$ cat config.mk
export PLATFORM = sky130hd
export DESIGN_NAME = age_select
export DESIGN_NICKNAME = d
export VERILOG_FILES = /design/src/rtl/agesel_pkg.sv /design/src/rtl/age_select_ctrl.sv /design/src/rtl/age_select_dp.sv /design/src/rtl/age_select.sv
export SDC_FILE = /design/constraint.sdc
export NUM_CORES = 1
export LEC_CHECK = 0
export CAP_MARGIN = 30
export CORE_MARGIN = 4
export CORE_UTILIZATION = 56
export CTS_CLUSTER_DIAMETER = 100
export CTS_CLUSTER_SIZE = 28
export DETAILED_ROUTE_END_ITERATION = 12
export DONT_BUFFER_PORTS = 1
export PLACE_DENSITY = 0.76
export SETUP_SLACK_MARGIN = 0.05
export SYNTH_ARGS = -nofsm -noshare
export SYNTH_HDL_FRONTEND = slang
export SYNTH_SLANG_ARGS = --single-unit
$ cat constraint.sdc
create_clock -name clk -period 2.1 [get_ports clk]
set_input_delay 0.21 -clock clk [delete_from_list [all_inputs] [get_ports clk]]
set_output_delay 0.21 -clock clk [all_outputs]
set_load 0.005 [all_outputs]
$ cat src/rtl/agesel_pkg.sv
package agesel_pkg;
  // Width of the index carried on the update strobe; supports up to 256 entries.
  localparam int IDX_W = 8;

  typedef struct packed {
    logic             fire;  // a grant was issued this cycle
    logic [IDX_W-1:0] idx;   // which entry was granted
  } ageStrobe_t;
endpackage

$ cat src/rtl/age_select_ctrl.sv
module age_select_ctrl
  import agesel_pkg::*;
#(
  parameter int NUM_ENTRIES = 8
) (
  input  logic                                   clk,
  input  logic                                   rstN,
  input  logic [NUM_ENTRIES-1:0]                 eligible,
  input  logic [NUM_ENTRIES-1:0][NUM_ENTRIES-1:0] ageRows,
  output logic [NUM_ENTRIES-1:0]                 grant,
  output logic                                   grantValid,
  output ageStrobe_t                             upd
);
  localparam logic [NUM_ENTRIES-1:0] LSB_ONE = NUM_ENTRIES'(1);

  // An eligible row with no set bit toward another eligible column has no
  // older competitor; the matrix guarantees at least one such row exists.
  logic [NUM_ENTRIES-1:0] rowClear;

  for (genvar i = 0; i < NUM_ENTRIES; i++) begin : g_row
    assign rowClear[i] = eligible[i] & ~|(ageRows[i] & eligible);
  end

  // Ties among zero rows (entries never granted) go to the lowest index.
  assign grant      = rowClear & (~rowClear + LSB_ONE);
  assign grantValid = |eligible;

  always_comb begin
    upd      = '0;
    upd.fire = grantValid;
    for (int i = 0; i < NUM_ENTRIES; i++) begin
      if (grant[i]) upd.idx = IDX_W'(i);
    end
  end

  // at most one entry granted, and only an eligible one
  p_grant_onehot_r2: assert property (@(posedge clk) disable iff (!rstN)
    $onehot0(grant));
  p_grant_elig_r2: assert property (@(posedge clk) disable iff (!rstN)
    (grant & ~eligible) == '0);
  // whenever someone competes, an oldest entry is found
  p_oldest_found_r4: assert property (@(posedge clk) disable iff (!rstN)
    grantValid |-> $onehot(grant));
  // nothing granted when nobody competes
  p_idle_quiet_r3: assert property (@(posedge clk) disable iff (!rstN)
    !grantValid |-> (grant == '0));
endmodule

$ cat src/rtl/age_select_dp.sv
module age_select_dp
  import agesel_pkg::*;
#(
  parameter int NUM_ENTRIES = 8
) (
  input  logic                                    clk,
  input  logic                                    rstN,
  input  ageStrobe_t                              upd,
  output logic [NUM_ENTRIES-1:0][NUM_ENTRIES-1:0] ageRows
);
  // ageQ[r][c] set: entry r was granted after entry c.
  logic [NUM_ENTRIES-1:0][NUM_ENTRIES-1:0] ageQ;

  always_ff @(posedge clk or negedge rstN) begin
    if (!rstN) begin
      ageQ <= '0;
    end else if (upd.fire) begin
      for (int r = 0; r < NUM_ENTRIES; r++) begin
        for (int c = 0; c < NUM_ENTRIES; c++) begin
          if (c == int'(upd.idx))      ageQ[r][c] <= 1'b0;
          else if (r == int'(upd.idx)) ageQ[r][c] <= 1'b1;
        end
      end
    end
  end

  assign ageRows = ageQ;

  for (genvar r = 0; r < NUM_ENTRIES; r++) begin : g_chk_r
    for (genvar c = 0; c < NUM_ENTRIES; c++) begin : g_chk_c
      if (r == c) begin : g_diag
        // the column clear keeps the diagonal at zero
        p_diag_zero_r6: assert property (@(posedge clk) disable iff (!rstN)
          !ageQ[r][c]);
      end else begin : g_off
        // two entries can never both be younger than each other
        p_antisym_r4: assert property (@(posedge clk) disable iff (!rstN)
          !(ageQ[r][c] && ageQ[c][r]));
        // granted row becomes all ones on the next edge
        p_row_set_r6: assert property (@(posedge clk) disable iff (!rstN)
          (upd.fire && upd.idx == IDX_W'(r)) |=> ageQ[r][c]);
        // granted column becomes all zeros on the next edge
        p_col_clr_r6: assert property (@(posedge clk) disable iff (!rstN)
          (upd.fire && upd.idx == IDX_W'(c)) |=> !ageQ[r][c]);
        // idle cycles leave the ages untouched
        p_hold_r3: assert property (@(posedge clk) disable iff (!rstN)
          !upd.fire |=> $stable(ageQ[r][c]));
      end
    end
  end
endmodule

$ cat src/rtl/age_select.sv
module age_select
  import agesel_pkg::*;
#(
  parameter int NUM_ENTRIES = 8
) (
  input  logic                   clk,
  input  logic                   rstN,
  input  logic [NUM_ENTRIES-1:0] eligible,
  output logic [NUM_ENTRIES-1:0] grant,
  output logic                   grantValid
);
  ageStrobe_t                              upd;
  logic [NUM_ENTRIES-1:0][NUM_ENTRIES-1:0] ageRows;

  age_select_ctrl #(.NUM_ENTRIES(NUM_ENTRIES)) u_ctrl (
    .clk        (clk),
    .rstN       (rstN),
    .eligible   (eligible),
    .ageRows    (ageRows),
    .grant      (grant),
    .grantValid (grantValid),
    .upd        (upd)
  );

  age_select_dp #(.NUM_ENTRIES(NUM_ENTRIES)) u_dp (
    .clk     (clk),
    .rstN    (rstN),
    .upd     (upd),
    .ageRows (ageRows)
  );
endmodule

After elaboration in Yosys (flattened, before gate mapping)
Cells that the tools add are included.
{"block": "totals", "elab_cells": 227, "out_inout_bits": 9, "ff_bits": 56}
{"block": "op_classes", "n_addsub": 1, "n_reduce_logical": 74, "bitwise_logic": 18, "mux": 71, "eq_ne": 7}
{"operator": "OR reduction 8 bit", "count": 9}
{"operator": "2-to-1 mux 1 bit", "count": 65}
{"operator": "AND 8 bit", "count": 8}
{"operator": "AND reduction 2 bit", "count": 28}
{"operator": "nonzero test 2 bit", "count": 28}
{"operator": "equality test 3 bit, first input constant", "count": 4}
{"operator": "2-to-1 mux 3 bit", "count": 4}
{"operator": "adder 8 x 1 -> 8 bit, second input constant", "count": 1}
{"operator": "AND 1 bit", "count": 8}
{"operator": "AND 7 x 8 -> 8 bit", "count": 1}
{"operator": "zero test 1 bit", "count": 8}
{"operator": "zero test 8 bit", "count": 1}
{"operator": "inverter 8 bit", "count": 1}
{"operator": "equality test 2 x 3 -> 1 bit, first input constant", "count": 2}
{"operator": "2-to-1 mux 2 bit", "count": 2}
{"operator": "equality test 1 x 3 -> 1 bit, first input constant", "count": 1}

Depth between registers and ports, before layout
Gate-level depths: netlist of the first run.
{"block": "logic_depth", "depth_word": 17, "depth_mapped": 11, "mapped_depth_nobuf": 8}

Cells and area by module
From an unflattened synthesis of the first run, not the netlist that was laid out.
{"block": "unflattened", "hier_cells": 269, "area_unflattened_um2": 3115.5}
{"module": "age_select_dp", "n_inst": 1, "seq_area_each_um2": 1401.3, "area_per_inst_um2": 2339.7, "cells_per_inst": 179}
{"module": "age_select_ctrl", "n_inst": 1, "seq_area_each_um2": 0.0, "area_per_inst_um2": 775.7, "cells_per_inst": 90}

Worst setup path after synthesis of the first run
Ideal clock, no wire load.
{"block": "synth_path", "kind": "reg-to-reg", "from": "register u_dp.ageQ (netlist bit u_dp.ageRows[8])", "to": "register u_dp.ageQ (netlist bit u_dp.ageRows[32])", "path_stages_with_launch": 10, "path_slack_ns": -0.015, "period_less_slack_ns": 2.115, "n_path_buf": 1, "t_required_ns": 1.960, "arrival_time_ns": 1.976, "path_cell_list": "dfrtp_1 > a22o_1 > a221oi_1 > and4_2 > nor2_4 > nand3b_4 > inv_4 > a2111oi_4 > buf_6 > o221ai_2"}
{"block": "synth_via", "elab_cells_between_ends": 19}
{"element": "start: declaration", "line": "age_select_dp.sv:12", "text": "logic [NUM_ENTRIES-1:0][NUM_ENTRIES-1:0] ageQ;"}
{"element": "AND 8 bit (*)", "line": "age_select_ctrl.sv:21", "text": "assign rowClear[i] = eligible[i] & ~|(ageRows[i] & eligible);"}
{"element": "OR reduction 8 bit (*)", "line": "age_select_ctrl.sv:21"}
{"element": "zero test 1 bit (*)", "line": "age_select_ctrl.sv:21"}
{"element": "AND 1 bit (*)", "line": "age_select_ctrl.sv:21"}
{"element": "inverter 8 bit (*)", "line": "age_select_ctrl.sv:25", "text": "assign grant = rowClear & (~rowClear + LSB_ONE);"}
{"element": "adder 8 x 1 -> 8 bit (*)", "line": "age_select_ctrl.sv:25"}
{"element": "AND 8 bit (*)", "line": "age_select_ctrl.sv:25"}
{"element": "via grant[3]", "line": "age_select.sv:9", "text": "output logic [NUM_ENTRIES-1:0] grant,"}
{"element": "2-to-1 mux 2 bit (*)", "line": "age_select_ctrl.sv:32", "text": "if (grant[i]) upd.idx = IDX_W'(i);"}
{"element": "2-to-1 mux 3 bit (*) (4 in a row)", "line": "age_select_ctrl.sv:32"}
{"element": "zero test 8 bit or equality test 3 bit (tied branches)", "line": "age_select_dp.sv:20, age_select_dp.sv:21"}
{"element": "nonzero test 2 bit (no line)"}
{"element": "AND reduction 2 bit (no line)"}
Mark *: on every way through the listed nets, which the timed path passes. The rest lies on a longest branch.
A chain may end at the register's enable or synchronous reset.

Worst setup path in the final report of the first run
{"block": "layout_path", "from": "register u_dp.ageQ (netlist bit u_dp.ageRows[21])", "to": "register u_dp.ageQ (netlist bit u_dp.ageRows[4])"}
{"block": "layout_via", "elab_chain_cells": 16, "elab_cells_between_ends": 18}
{"element": "AND 8 bit (*)", "line": "age_select_ctrl.sv:21"}
{"element": "OR reduction 8 bit (*)", "line": "age_select_ctrl.sv:21"}
{"element": "zero test 1 bit (*)", "line": "age_select_ctrl.sv:21"}
{"element": "AND 1 bit (*)", "line": "age_select_ctrl.sv:21"}
{"element": "inverter 8 bit", "line": "age_select_ctrl.sv:25"}
{"element": "adder 8 x 1 -> 8 bit", "line": "age_select_ctrl.sv:25"}
{"element": "AND 8 bit (*)", "line": "age_select_ctrl.sv:25"}
{"element": "2-to-1 mux 2 bit (2 in a row)", "line": "age_select_ctrl.sv:32"}
{"element": "2-to-1 mux 3 bit (3 in a row)", "line": "age_select_ctrl.sv:32"}
{"element": "2-to-1 mux 3 bit (*)", "line": "age_select_ctrl.sv:32"}
{"element": "zero test 8 bit or equality test 3 bit (tied branches)", "line": "age_select_dp.sv:21, age_select_dp.sv:20"}
{"element": "nonzero test 2 bit (no line)"}
{"element": "AND reduction 2 bit (no line)"}
Mark *: on every way between the ends. The rest lies on a longest branch, timed or not.

==> results of run 1 <==
worst paths after layout:
path	startpoint	to	slack (ps)	cells after the start
worst max-delay path	u_dp.ageRows[21]	u_dp.ageRows[4]	-110	9
worst min-delay path	eligible[6]	u_dp.ageRows[32]	380	4
worst max register to register	u_dp.ageRows[21]	u_dp.ageRows[4]	-110	9
worst min register to register	u_dp.ageRows[60]	u_dp.ageRows[60]	490	1
max in group asynchronous	rstN	u_dp.ageRows[29]	1460	2
min in group asynchronous	rstN	u_dp.ageRows[52]	400	2
repair_timing:
| item | in CTS | in global routing |
|---|---|---|
| endpoints found under the hold margin | 56 | 0 |
| hold buffers | 2 | 0 |
| setup endpoints to repair | 52 | 29 |
| buffers inserted | 15 | 7 |
| pin swaps | 14 | 11 |
| gates resized for setup | 49 | 11 |
| cloned | 3 | 0 |
cell type report:
class | count | area (sq um)
flip-flops and latches | 56 | 1400
clock buffers | 6 | 72.6
repair buffers | 49 | 505
repair inverters | 1 | 6.26
well taps | 52 | 65.1
multi-input cells | 134 | 1130
inverters | 14 | 82.6
clock inverters | 2 | 35.0
fillers | 259 | 1060
cell families (layout without fill, tap and decap cells):
group	count (synthesis)	count (layout)	synth area share, %
flops	56	56	56.0
simple gates	55	55	13.0
buf+inv	26	72	5.00
compound gates	79	79	26.0
placed cells by master (no fill, tap or decap), types with 2 or more instances in the layout:
master / n
nor2_4: 2
bufbuf_16: 2
a21o_1: 25
o21a_1: 9
nand2_1: 18
inv_4: 4
and4_4: 4
buf_8: 2
o211ai_1: 6
a22o_1: 12
buf_6: 10
clkbuf_8: 5
dfrtp_1: 56
inv_1: 7
a221oi_2: 7
nand2_4: 2
inv_6: 3
a22oi_1: 8
or4_1: 2
nor2_1: 9
nand4_1: 5
buf_4: 32
nand3_4: 2
and4_2: 2
metal layers:
| layer | track usage [%] | up-vias |
|---|---|---|
| met1 | 36.3 | 1101 |
| li1 | - | 895 |
| met4 | 14.0 | 0 |
| met5 | 0 | - |
| met2 | 44.7 | 162 |
| met3 | 9.61 | 38 |
power by group through the flow:
stage	clock network (uW)	logic (uW)	registers [uW]
3_5_place_dp	0	1650	1960
3_3_place_gp	0	1580	1930
5_1_grt	750	2530	2030
2_1_floorplan	0	1210	1840
4_1_cts	702	2120	1950
6_report	715	2370	1980
through the flow:
stage	instances	cell area, sq um	hold WS [ps]
floorplan	216	2520	-85.6
global placement	280	2690	-83.8
global route	314	3300	403
detailed placement	280	2690	-83.7
CTS	308	3190	352
finish	314	3300	376
worst max-delay path, cell delays in order, from the launching register on:
cell	delay, ps
dfrtp_1	400
a22o_1	220
a221oi_2	220
and4_4	280
buf_6	100
nor4_4	40
buf_4	150
a2111oi_4	350
buf_4	210
o221a_1	180
==> results.ini, run 1 <==
[sta]
timing.final.ws_setup_ps = -109
min_period_ps = 2210
hold_violations = 0
drv_slew = 0
min_period_over_period_pct = 105
fin_setup_tns_ps = -1050
worst_slew_pin_slew_ps = 473
fmax_mhz = 453
maxSlewHeadroom_pct = 68.4
rsz0062_at_grt = true
fin_skew_ps = 5.03
setup_violations = 16

[job]
maxCapViolations = 0

[logic_synthesis]
synth_flop_cell = dfrtp_1
synth.most_common_cell = dfrtp_1
synth_common_cells = dfrtp_1, a21o_1, nand2_1, a22o_1, nor2_1
ys_seq_area_share_pct = 56.0
syn_inst = 216
synth_seq_cells = 56
async_flop_share_pct = 100
synth_largest_area_cell = dfrtp_1
synth_area_leaders = dfrtp_1, a21o_1, a22o_1
syn-cell-area_sq_um = 2500
synth_top_cell_area_share_pct = 56.0
ys_warn_count = 0
syn_area_per_cell_sq_um = 11.6
synth_edf_count = 0
synth_cell_types = 37
syn-num-nets = 226

[final_layout]
largest_register_ffs = 56
nets = 271
final_util_pct = 75.7
diodes = 0
drive_gt1_share_pct = 37.0
area_growth_pct = 31.7

[pwr]
leakage_uw = 0.00157
power_uw = 5070
power.switching_uw = 1850
switching_share_pct = 36.5
p_comb_share_pct = 46.8
p_clk_share_pct = 14.1
vdd.ir_drop.worst_mv = 0.796
p_int_uw = 3220
seqPwrFrac_pct = 39.1
powerDensity_nw_per_um2 = 1540

[routing]
wl_microns = 7990
drc = 0
wl_met1_microns = 2970
ant_nets = 0
drt_first_pass_iters = 5
routed.top_layer = met4
wl_met3_microns = 828
vias_per_cell = 6.99
wl_met2_microns = 3870
wl_per_cell_microns = 25.5
num_vias = 2196
drt_iter0_drc = 187

[clock_network]
clkSinkCount = 56
path_clk_slew_ps = 100
htree_levels = 2
cts_tree = built
clkLatencyLatePin_ps = 310
cts_made_buffers = 5
cts_buffer_depth = 2
clockRootBuffer = clkbuf_8

[worst_setup_path]
worst_setup_path_end_kind = register
critPathMaxFanout = 6
cp.required_ps = 2360
cp.arrival_ps = 2460
crit_type = register to register
setup.worst_path.start_class = register

[floorplan]
ios = 19
die_area_sq_um = 5600
start_util_pct = 57.5
row_count = 24
die_y_microns = 74.9
core_sq_um = 4350
die_w_microns = 74.9

[run_status]
status = finished, violations left
violations = negative setup slack

[grt]
grt_overflow = 0
grt_max_degree = 57
grt_first_pass_wirelength_microns = 11600
grt_pass1_vias = 2189
grt_usage_pct = 28.8
antenna_found_initial = 0

[placement]
io_buffers = 0
dp_slack_ps = -107
dp_hpwl_microns = 4520
gp_congestion = 0.918

[worst_hold_path]
hp-class = input pin to register

Power figures use the tool's default switching activity.
==> inputs of run 2 (changes only) <==
SLEW_MARGIN = 20   (was default)
==> results of run 2 <==
Final layout, timing and power as in run 1 (identical DEF).
==> inputs of run 3 (changes only) <==
CTS_CLUSTER_SIZE = default   (was 28)
==> results of run 3 <==
Final layout, timing and power as in run 1 (identical DEF).
